## config.mk

```make
export PLATFORM = sky130hd
export DESIGN_NAME = tile_vram_addr_gen
export DESIGN_NICKNAME = d
export VERILOG_FILES = /design/src/rtl/vram_agen_pkg.sv /design/src/rtl/vag_mode_dec.sv /design/src/rtl/vag_sprite_ctr.sv /design/src/rtl/vag_addr_map.sv /design/src/rtl/tile_vram_addr_gen.sv
export SDC_FILE = /design/constraint.sdc
export NUM_CORES = 1
export LEC_CHECK = 0
export BUFFER_PORTS_ARGS = -buffer_cell sky130_fd_sc_hd__buf_2
export CAP_MARGIN = 20
export CORE_UTILIZATION = 41
export DETAILED_ROUTE_END_ITERATION = 10
export GPL_TIMING_DRIVEN = 0
export PLACE_DENSITY = 0.72
export SLEW_MARGIN = 20
export SYNTH_ARGS = -nofsm -noshare
export SYNTH_HDL_FRONTEND = slang
export SYNTH_SLANG_ARGS = --single-unit
```

## constraint.sdc

```tcl
create_clock -name clk -period 1.4 [get_ports clk]
set_clock_uncertainty 0.15 [all_clocks]
set_input_delay 0.42 -clock clk [delete_from_list [all_inputs] [get_ports clk]]
set_output_delay 0.42 -clock clk [all_outputs]
set_load 0.01 [all_outputs]
```

## src/rtl/vram_agen_pkg.sv

```systemverilog
package vram_agen_pkg;
  typedef enum logic [1:0] {
    FM_IDLE   = 2'd0,
    FM_FIELD  = 2'd1,
    FM_BORDER = 2'd2,
    FM_SPRITE = 2'd3
  } fetch_mode_e;
endpackage

```

## src/rtl/vag_mode_dec.sv

```systemverilog
module vag_mode_dec
  import vram_agen_pkg::*;
#(
  parameter int HW = 9
) (
  input  logic [HW-1:0] hcnt,
  input  logic          vblank,
  output fetch_mode_e   mode
);
  logic border_match;
  assign border_match = (hcnt[4] == hcnt[5]) && (hcnt[5] == hcnt[6]);

  always_comb begin
    if (!hcnt[1])              mode = FM_IDLE;
    else if (vblank)           mode = FM_SPRITE;
    else if (hcnt[HW-1])       mode = border_match ? FM_BORDER : FM_IDLE;
    else                       mode = FM_FIELD;
  end
endmodule

```

## src/rtl/vag_sprite_ctr.sv

```systemverilog
module vag_sprite_ctr #(
  parameter int SPR_COUNT = 12,
  localparam int IDXW = $clog2(SPR_COUNT)
) (
  input  logic            clk,
  input  logic            rst_n,
  input  logic            vblank,
  input  logic            slot_end,
  output logic [IDXW-1:0] idx
);
  localparam logic [IDXW-1:0] LAST = IDXW'(SPR_COUNT - 1);

  always_ff @(posedge clk or negedge rst_n) begin
    if (!rst_n)                      idx <= '0;
    else if (!vblank)                idx <= '0;
    else if (slot_end && idx != LAST) idx <= idx + 1'b1;
  end

  AST_SPR_HOLD: assert property (@(posedge clk) disable iff (!rst_n)
    (vblank && idx == LAST) |=> (idx == LAST));
  AST_SPR_RESTART: assert property (@(posedge clk) disable iff (!rst_n)
    (!vblank) |=> (idx == '0));
  AST_SPR_RANGE: assert property (@(posedge clk) disable iff (!rst_n)
    (idx <= LAST));
endmodule

```

## src/rtl/vag_addr_map.sv

```systemverilog
module vag_addr_map
  import vram_agen_pkg::*;
#(
  parameter int HW = 9,
  parameter int VW = 8,
  parameter int AW = 12,
  parameter int SPR_COUNT = 12,
  parameter logic [AW-1:0] SPR_BASE = 12'hFF2,
  localparam int IDXW = $clog2(SPR_COUNT),
  localparam int TILE_SH = 3,
  localparam int ROWB = VW - TILE_SH,
  localparam int COLB = HW - 1 - TILE_SH,
  localparam int REP = AW - 2 - 1 - ROWB
) (
  input  fetch_mode_e     mode,
  input  logic [HW-1:0]   hcnt,
  input  logic [VW-1:0]   vcnt,
  input  logic [IDXW-1:0] idx,
  output logic [AW-1:0]   addr,
  output logic            valid
);
  logic [ROWB-1:0] row;
  logic [COLB-1:0] col;
  logic [AW-1:0]   field_a, border_a, sprite_a;

  assign row = vcnt[VW-1:TILE_SH];
  assign col = hcnt[HW-2:TILE_SH];

  assign field_a  = {1'b0, hcnt[2], row, col};
  assign border_a = {1'b0, hcnt[2], {REP{hcnt[6]}}, hcnt[3], row};
  assign sprite_a = SPR_BASE + AW'(idx);

  always_comb begin
    unique case (mode)
      FM_FIELD:  begin addr = field_a;  valid = 1'b1; end
      FM_BORDER: begin addr = border_a; valid = 1'b1; end
      FM_SPRITE: begin addr = sprite_a; valid = 1'b1; end
      default:   begin addr = '0;       valid = 1'b0; end
    endcase
  end
endmodule

```

## src/rtl/tile_vram_addr_gen.sv

```systemverilog
module tile_vram_addr_gen
  import vram_agen_pkg::*;
#(
  parameter int HW = 9,
  parameter int VW = 8,
  parameter int AW = 12,
  parameter int SPR_COUNT = 12,
  parameter logic [AW-1:0] SPR_BASE = 12'hFF2,
  localparam int IDXW = $clog2(SPR_COUNT),
  localparam logic [AW-1:0] SPR_LAST = SPR_BASE + AW'(SPR_COUNT - 1)
) (
  input  logic          clk,
  input  logic          rst_n,
  input  logic [HW-1:0] hcnt,
  input  logic [VW-1:0] vcnt,
  input  logic          vblank,
  output logic [AW-1:0] vid_addr,
  output logic          vid_valid
);
  fetch_mode_e     mode;
  logic [IDXW-1:0] spr_idx;
  logic [AW-1:0]   nxt_addr;
  logic            nxt_valid;

  vag_mode_dec #(.HW(HW)) u_mode (
    .hcnt(hcnt), .vblank(vblank), .mode(mode)
  );

  vag_sprite_ctr #(.SPR_COUNT(SPR_COUNT)) u_spr (
    .clk(clk), .rst_n(rst_n), .vblank(vblank),
    .slot_end(hcnt[1] & hcnt[0]), .idx(spr_idx)
  );

  vag_addr_map #(.HW(HW), .VW(VW), .AW(AW), .SPR_COUNT(SPR_COUNT),
                 .SPR_BASE(SPR_BASE)) u_map (
    .mode(mode), .hcnt(hcnt), .vcnt(vcnt), .idx(spr_idx),
    .addr(nxt_addr), .valid(nxt_valid)
  );

  always_ff @(posedge clk or negedge rst_n) begin
    if (!rst_n) begin
      vid_addr  <= '0;
      vid_valid <= 1'b0;
    end else begin
      vid_addr  <= nxt_addr;
      vid_valid <= nxt_valid;
    end
  end

  AST_CPU_SLOT: assert property (@(posedge clk) disable iff (!rst_n)
    (!hcnt[1]) |=> (!vid_valid && vid_addr == '0));
  AST_FIELD_HIGH: assert property (@(posedge clk) disable iff (!rst_n)
    (hcnt[1] && !vblank && !hcnt[HW-1]) |=>
      (vid_valid && !vid_addr[AW-1] && vid_addr[AW-2] == $past(hcnt[2])));
  AST_BORDER_REPEAT: assert property (@(posedge clk) disable iff (!rst_n)
    (hcnt[1] && !vblank && hcnt[HW-1]) |=>
      (!vid_valid || $countones(vid_addr[9:6]) == 0 || $countones(vid_addr[9:6]) == 4));
  AST_VB_WINDOW: assert property (@(posedge clk) disable iff (!rst_n)
    (hcnt[1] && vblank) |=>
      (vid_valid && vid_addr >= SPR_BASE && vid_addr <= SPR_LAST));
endmodule

```

* Yosys cells after proc, flatten, opt, wreduce, memory -nomap -nowiden *
Cells that the tools add are included.

storage, ports and cells
  flip-flop bits (word level) = 17

operators by class
  muxes and demuxes = 8
  bitwise operators = 1
  reduce and logical (&&, ||, !) cells = 3
  add/sub/neg operators = 2
  equality and inequality tests = 7

operators with widths
  cell                                                                     count
  12-bit case mux with 3 select lines                                      1
  2-bit 2-to-1 mux                                                         4
  4-bit 2-to-1 mux                                                         2
  5-bit by 5-bit adder with 6-bit output, first input constant             1
  4-bit by 1-bit adder with 4-bit output, second input constant            1
  2-bit == test, second input constant                                     2
  4-bit inequality test, second input constant                             1
  3-bit OR reduction                                                       1
  1-bit == test                                                            2
  2-bit by 1-bit == test with 1-bit output, second input constant          1
  1-bit logical AND                                                        2
  2-bit by 1-bit inequality test with 1-bit output, second input constant  1
  1-bit AND                                                                1
  1-bit 2-to-1 mux                                                         1

* Logic depth before layout (Yosys ltp) *
Gate-level depths: netlist of the first run.

  depth after elaboration = 9
  depth in mapped cells = 5
  gate-level depth less buffers = 5

* Hierarchy *
Synthesis of the first run repeated with hierarchy kept, for this count alone.

unflattened totals
  cells, all modules = 83
  area total of the unflattened synthesis = 860.8 um2

by module, submodules not included
  module              area an instance (um2)  cells an instance  seq. area each (um2)  instances
  tile_vram_addr_gen  331.6                   14                 325.3                 1
  vag_addr_map        287.8                   43                 0.0                   1
  vag_sprite_ctr      206.4                   20                 100.1                 1
  vag_mode_dec        35.0                    6                  0.0                   1

* Worst setup path before layout of the first run *
Ideal clock, no wire load.

  kind = reg-to-reg
  start = reg u_spr.idx[1]
  end = reg vid_addr[3]
  clock period less this slack = 1,536 ps
  stages on the path, launching flop included = 5
  arrival time = 1,260 ps
  path buffers = 0
  data required time = 1,124 ps
  slack = -136 ps
  cell sequence = dfrtp_1 ha_1 ha_1 and3_1 a221o_1

on the way
  cells in the longest elaborated chain, start to end = 2

ends and longest elaborated chain
  element                                 line                      source
  start, declared                         vag_sprite_ctr.sv:9       output logic [IDXW-1:0] idx
  start signal, assigned                  vag_sprite_ctr.sv:16      else if (slot_end && idx != LAST) idx <= idx + 1'b1;
  5-bit by 5-bit adder with 6-bit output  vag_addr_map.sv:31        assign sprite_a = SPR_BASE + AW'(idx);
  12-bit case mux with 3 select lines     vag_addr_map.sv:34        unique case (mode)
  named net nxt_addr[3]                   tile_vram_addr_gen.sv:22  logic [AW-1:0] nxt_addr;
  end signal, assigned                    tile_vram_addr_gen.sv:45  vid_addr <= nxt_addr;
  end, declared                           tile_vram_addr_gen.sv:17  output logic [AW-1:0] vid_addr,

The timed path passes the listed nets, and every way through them passes these cells.
A chain may end at the register's enable or synchronous reset.

* Final worst setup path of the first run *
Ends and elaborated chain as after synthesis.

==> qor.yml, run 1 <==
outcome:
  status: "finished, violations left"
  violations: "negative setup slack"
timing:
  min_period_ns: 1.499
  final-setup-viol-count: 5
  slew_headroom_pct: 54.55
  hold_viol: 0
  tightest_slew_ns: 0.6765
  finalWorstSetupSlack_ns: -0.09864
  whs_ns: 0.2281
  tns_ns: -0.2732
  maxSlewViolCount: 0
  rsz0062_at_grt: "yes"
  period_share_pct: 107.0
  max_freq_mhz: 667.3
cells_and_area:
  drive_above_1_share_pct: 43.24
  multi_input_area_um2: 406.6
  syn2layout_area_growth_pct: 36.28
  seqCellArea_um2: 426.7
  nets: 135
  antenna_cells: 0
  fin_area_um2: 1100
  fill_cells: 151
floorplanning:
  start_util_pct: 45.26
  coreArea_um2: 1783
  die_area_um2: 2150
  die_height_um: 46.37
  die_w_um: 46.37
  num_rows: 15
  io_pins: 33
critical_path:
  max_stage_delay_ns: 0.46
  worst_setup_path_start_kind: "flop"
  required_ns: 1.42
  cp_cell_sequence: "ha_4 > ha_4 > and3_4 > a221o_1"
  cp_data_arrival_time_ns: 1.52
  crit_path_frequent_cell: "ha_4"
  worstSetupEndpointType: "flop"
  path_max_fanout: 4
  crit_slowest_cell: "dfrtp_2"
  crit_type: "flop to flop"
logic_synthesis:
  synth.avg_cell_area_um2: 11.06
  synth_top_cell_area_share_pct: 52.71
  synth_xor_area_share_pct: 0
  synth_top_family_by_area: "simple AND/OR/NAND/NOR gates"
  synthesis.area_um2: 807.0
  yosysTopAreaCell: "dfrtp_1"
  synth_fp_nets: 96
  seq_area_frac_synth_pct: 52.71
  synth-simple-area-share_pct: 18.76
  synth_seq_cells: 17
  synth_adder_area_share_pct: 4.651
  synth.area.mux_share_pct: 3.721
  yosysWarnings: 0
  synth_area_leaders: "dfrtp_1 53%, a221o_1 7.4%, ha_1 4.7%"
  yosysUniqueCellTypes: 23
  syn_inst: 73
  synth_compound_area_share_pct: 17.98
placement:
  place_area_um2: 998.5
  gp_congestion: 0.7748
  io_buffer_count: 29
routing:
  num_vias: 706
  drt_iter0_drc: 15
  via_per_inst: 5.191
  wl_per_cell_um: 12.63
  wl_mm: 1.718
  drtAntennaViolNets: 0
  drc: 0
  drtPass1Iterations: 4
cts:
  cts.sinks: 17
  cts_tree: "built"
  cts_buffers: 3
  cts_max_level: 1
  cts_buffer_depth: 2
  clock_latency_ns: 0.28
  cts_root_buf: "clkbuf_4"
  path_clk_slew_ns: 0.09
grt:
  grt_pass1_wl_mm: 2.753
  grt_max_degree: 18
  grt_pass1_vias: 679
  antenna_found_initial: 0
  gr-total-overflow: 0
  grt_usage_pct: 18.27
pwr:
  vdd_drop_max_mv: 0.6395
  leakagePower_uw: 0.0005678
  p_per_area_nw_per_um2: 854.6
  design_power_total_uw: 939.9
job:
  drv_cap: 0
hold_path:
  hold_class: "input port to flop"
metal layers:
layer	global-route usage [%]	part of all wire, %	vias to the layer above
li1	-	-	347
met1	20.62	42	331
met2	31.67	50	24
met3	4.314	6.2	4
met4	8.824	1.9	0
met5	0	0	-
through the flow:
stage / setup slack (ns) / utilization (%) / cells
floorplan: -0.06098 / - / 73
global placement: -0.2108 / 56.00 / 127
detailed placement: -0.2072 / 56.00 / 127
CTS: -0.09879 / 60.77 / 136
global route: -0.1425 / 61.68 / 136
finish: -0.09864 / 61.68 / 136
where the power goes:
group	leakage (uW)	switching, uW	internal [uW]	total, uW
Clock	0.0000150	145	111	255
Sequential	0.000220	9.62	517	527
Combinational	0.000333	86.1	71.8	158
logic make-up (layout without fill, tap and decap cells):
| family | count (synthesis) | after routing |
|---|---|---|
| buf+inv | 4 | 42 |
| compound gates | 18 | 18 |
| mux | 3 | 3 |
| simple gates | 28 | 28 |
| fa+ha+maj | 3 | 3 |
| flops | 17 | 17 |
final cells by class:
cell class	count	share of cell area, %
timing repair buffer	34	17.41
sequential	17	38.79
tap	25	2.844
buffer	2	0.9101
clock buffer	4	2.389
inverter	2	0.6826
multi-input combinational	52	36.97
worst max-delay path, delay by kind of cell (launching register included):
family | cells | cell delay [ns]
adder cells (fa/ha/maj) | 2 | 0.38
AO/OA/AOI/OAI | 1 | 0.25
AND/OR/NAND/NOR | 1 | 0.15
flip-flops | 1 | 0.46
cells in the final DEF (no fill, tap or decap), types with 2 or more instances in the layout:
master,n
and3_4,2
buf_4,4
clkbuf_4,3
mux2i_1,3
ha_4,2
dfrtp_1,16
and3_1,2
nor2_1,4
nor3_1,2
a221o_1,6
a21oi_1,5
buf_2,30
nand2b_1,5
nand2_1,7
inv_1,2
cells in the mapped netlist:
| library cell | count |
|---|---|
| a221o_1 | 6 |
| a211oi_1 | 1 |
| nand2_1 | 7 |
| and3b_1 | 2 |
| nor3_1 | 2 |
| nor2b_1 | 1 |
| o31ai_1 | 1 |
| mux2i_1 | 3 |
| ha_1 | 3 |
| inv_1 | 2 |
| and3_4 | 1 |
| nand4_1 | 1 |
| nor2_1 | 5 |
| a21oi_1 | 6 |
| o211a_4 | 1 |
| nand2b_1 | 5 |
| and3_1 | 3 |
| buf_2 | 2 |
| a31oi_1 | 1 |
| nand3_1 | 1 |
| a41oi_1 | 1 |
| dfrtp_1 | 17 |
| o211ai_1 | 1 |
what timing repair did:
item	4_1_cts	5_1_grt
hold buffers	1	0
resized for setup	4	4
buffers inserted	4	0
endpoints found under the hold margin	17	0
endpoints found under the setup margin	6	10
pin swaps	0	2
worst paths after layout:
check,slack [ns],startpoint,cells past startpoint,to
setup / recovery,-0.1,u_spr.idx[1],4,vid_addr[3]
max in group asynchronous,0.38,rst_n,2,u_spr.idx[1]
setup reg to reg,-0.1,u_spr.idx[1],4,vid_addr[3]
hold / removal,0.23,hcnt[7],2,vid_addr[4]
min in group asynchronous,0.43,rst_n,2,vid_addr[11]
hold reg to reg,0.46,u_spr.idx[0],2,u_spr.idx[0]
flip-flops by register name (all words and copies together) (netlist names):
signal / cells
vid_valid: 1
u_spr.idx: 4
vid_addr: 12
Power figures use the tool's default switching activity.
==> inputs of run 2 (changes only) <==
--- a/config.mk
+++ b/config.mk
@@ -7,11 +7,12 @@
 export LEC_CHECK = 0
 export BUFFER_PORTS_ARGS = -buffer_cell sky130_fd_sc_hd__buf_2
 export CAP_MARGIN = 20
-export CORE_UTILIZATION = 41
+export CORE_UTILIZATION = 42
 export DETAILED_ROUTE_END_ITERATION = 10
 export GPL_TIMING_DRIVEN = 0
-export PLACE_DENSITY = 0.72
-export SLEW_MARGIN = 20
+export PLACE_DENSITY = 0.73
+export SLEW_MARGIN = 10
 export SYNTH_ARGS = -nofsm -noshare
 export SYNTH_HDL_FRONTEND = slang
+export SYNTH_HIERARCHICAL = 1
 export SYNTH_SLANG_ARGS = --single-unit
==> run 2 against run 1 <==
Against the previous run: the run still ends with negative setup slack left; critical endpoint unchanged; final cell count is 8.8% higher; wire length is 4.1% lower; first-iteration DRC count is 87% lower; register-to-register slack worse by 0.15 ns.
==> qor.yml, run 2 <==
logic_synthesis:
  synth_top_cell_area_share_pct: 49.42  # -3.3 points
  yosysWarnings: 6  # +6
  synth_common_cells: "17 x dfrtp_1, 15 x nand2_1, 7 x nor2b_1"
  synth.avg_cell_area_um2: 10.37  # -6.2%
  synth_edf_count: 0  # unchanged
  synthesis.area_um2: 860.8  # +6.7%
  yosysUniqueCellTypes: 25  # +8.7%
  yosysTopAreaCell: "dfrtp_1"
  ys.flop_type: "dfrtp_1"
  synthMostInstantiatedCell: "dfrtp_1"
  synthArstFlopShare_pct: 100.0  # unchanged
  seq_area_frac_synth_pct: 49.42  # -3.3 points
  synth_seq_cells: 17  # unchanged
  synth_fp_nets: 106  # +10%
  syn_inst: 83  # +14%
  synth_area_leaders: "dfrtp_1 49%, nand2_1 6.5%, nor2b_1 5.1%"
timing:
  rsz0062_at_grt: "yes"
  tightest_slew_ns: 0.4079  # -0.2685 ns
  period_share_pct: 129.9  # +23 points
  hold_viol: 0  # unchanged
  min_period_ns: 1.819  # +0.3199 ns
  finalWorstSetupSlack_ns: -0.4186  # -0.3199 ns
  final-setup-viol-count: 13  # +8
  slew_headroom_pct: 72.80  # +18 points
  max_freq_mhz: 549.9  # -18%
  maxSlewViolCount: 0  # unchanged
placement:
  gp_congestion: 0.7693  # -0.71%
  dp_hpwl_mm: 1.178
  io_buffer_count: 29  # unchanged
  pre_cts_ws_ns: -0.7343  # -0.5270 ns
outcome:
  violations: "negative setup slack"
  status: "finished, violations left"
routing:
  drt_iter0_drc: 2  # -13
  num_vias: 705  # -0.14%
  wl_per_cell_um: 11.14  # -12%
  drtAntennaViolNets: 0  # unchanged
  drc: 0  # unchanged
  via_per_inst: 4.764  # -8.2%
  wl_mm: 1.648  # -4.1%
  drtPass1Iterations: 4  # unchanged
grt:
  grt_pass1_wl_mm: 2.497  # -9.3%
  grt_usage_pct: 16.18  # -2.1 points
  grt_pass1_vias: 581  # -14%
  antenna_found_initial: 0  # unchanged
  grt_max_degree: 18  # unchanged
  gr-total-overflow: 0  # unchanged
floorplanning:
  start_util_pct: 44.33  # -0.93 points
  num_rows: 16  # +1
  io_pins: 33  # unchanged
  die_height_um: 47.27  # +2.0%
  coreArea_um2: 1942  # +8.9%
  die_w_um: 47.27  # +2.0%
  die_area_um2: 2234  # +3.9%
cells_and_area:
  fin_util_pct: 60.24  # -1.4 points
  largest_register_ffs: 12  # unchanged
  largest-register: "vid_addr"
  final_common_cell: "buf_2"
  reg.largest.list: "vid_addr (12), u_spr/idx (4), vid_valid (1)"
  nets: 145  # +7.4%
  antenna_cells: 0  # unchanged
  drive_above_1_share_pct: 38.84  # -4.4 points
  syn2layout_area_growth_pct: 35.90
  layout_common_cells: "25 x buf_2, 17 x dfrtp_1, 15 x nand2_1, 8 x buf_6, 7 x nor2b_1"
pwr:
  vdd_drop_max_mv: 0.4478  # -30%
  leakagePower_uw: 0.0006232  # +9.8%
  p_per_area_nw_per_um2: 866.4  # +1.4%
critical_path:
  cp_cell_sequence: "buf_6 > or4b_4 > a31oi_4 > mux2_4 > a22o_1"
  rrSetupSlack_ns: -0.25  # -0.15 ns
  r2r_cells: 4  # unchanged
  r2r_end: "vid_addr[3]"
  crit_type: "input port to flop"
  required_ns: 1.43  # about the same
  worst_setup_path_start_kind: "input port"
  worstSetupEndpointType: "flop"
  r2r-start: "u_spr/idx[1]"
  max_stage_delay_ns: 0.54  # +0.08 ns
  path_max_fanout: 6  # +2
  cp_data_arrival_time_ns: 1.85  # +0.33 ns
  crit_slowest_cell: "or4b_4"
  cp_top_family: "simple AND/OR/NAND/NOR gates"
  critPathBufInv: 1  # +1
cts:
  cts_buffers: 3  # unchanged
  cts_tree: "built"
  cts.sinks: 17  # unchanged
  cts_root_buf: "clkbuf_4"
  cts_max_level: 1  # unchanged
  clock_latency_ns: 0.28  # about the same
  cts_buffer_depth: 2  # unchanged
  path_clk_slew_ns: 0.10  # about the same
hold_path:
  min-delay-start: "vcnt[7]"
  hold_class: "input port to flop"
  min_to: "vid_addr[4]"
  worstHoldPathCells: 3  # +1
job:
  drv_cap: 0  # unchanged
[run 2: changes by cell type after synthesis, sizes merged, moves of 4 or more]
| cell | change |
|---|---|
| a21oi | -5 |
| a221o | -6 |
| a22o | +4 |
| and3 | -4 |
| nand2 | +9 |
| nand2b | -4 |
| nor2 | -4 |
| nor2b | +7 |
| o21ai | +6 |
[run 2: repair_timing]
item | CTS | global route
setup endpoints to repair | 13 | 16
buffers inserted | 2 | 1
cloned | 1 | 0
endpoints found under the hold margin | 17 | 0
hold buffers | 1 | 0
pin swaps | 0 | 10
resized for setup | 4 | 4
[run 2: power by group]
part           switching [uW]  internal, uW
Sequential               11.5           525
Combinational             108           115
Clock                     144           110
[run 2: routing by layer]
| layer | global-route usage [%] | vias up | share of wire (%) |
|---|---|---|---|
| li1 | - | 361 | - |
| met1 | 19.86 | 320 | 46 |
| met2 | 27.95 | 22 | 49 |
| met3 | 2.308 | 2 | 4.5 |
| met4 | 6.857 | 0 | 0.42 |
| met5 | 0 | - | 0 |
[run 2: metrics by stage]
step | area, um^2 | cells | setup TNS [ns] | hold slack (ns) | power, uW
2_1_floorplan | 892.1 | 83 | -5.728 | -0.02559 | 662.3
3_3_place_gp | 1071 | 139 | -8.195 | 0.2019 | 742.5
3_5_place_dp | 1071 | 139 | -8.436 | 0.2056 | 745.6
4_1_cts | 1146 | 147 | -4.637 | 0.1893 | 1012
5_1_grt | 1170 | 148 | -5.224 | 0.1934 | 1075
6_report | 1170 | 148 | -4.727 | 0.1919 | 1014
[run 2: worst max-delay path by stage]
stage / start / to / slack, ns / cells past startpoint
floorplan: hcnt[4] / vid_addr[2] / -0.54 / 4
global placement: hcnt[4] / vid_addr[3] / -0.72 / 5
detailed placement: hcnt[4] / vid_addr[3] / -0.73 / 5
CTS: hcnt[4] / vid_addr[3] / -0.39 / 5
global route: hcnt[4] / vid_addr[0] / -0.44 / 5
finish: hcnt[4] / vid_addr[3] / -0.42 / 5
[run 2: cells by family (layout without fill, tap and decap cells)]
kind of cell,count (synthesis),count (layout),synth area share [%]
xor+xnor,1,1,1.018
simple gates,35,35,21.66
compound gates,14,14,10.61
flops,17,17,49.42
fa+ha+maj,3,3,4.361
buf+inv,6,44,4.360
mux,7,7,8.575
[run 2: worst min-delay path: stages]
cell     delay, ns
buf_2         0.08
nand2_1       0.04
nand2_1       0.05
[run 2: final cells by class]
type / instances / area [um^2]
clock buffer: 4 / 26.28
sequential: 17 / 425.4
tap: 27 / 33.78
multi-input combinational: 60 / 429.2
inverter: 3 / 11.26
buffer: 3 / 26.28
timing repair buffer: 34 / 217.7
fill: 180 / 772.0
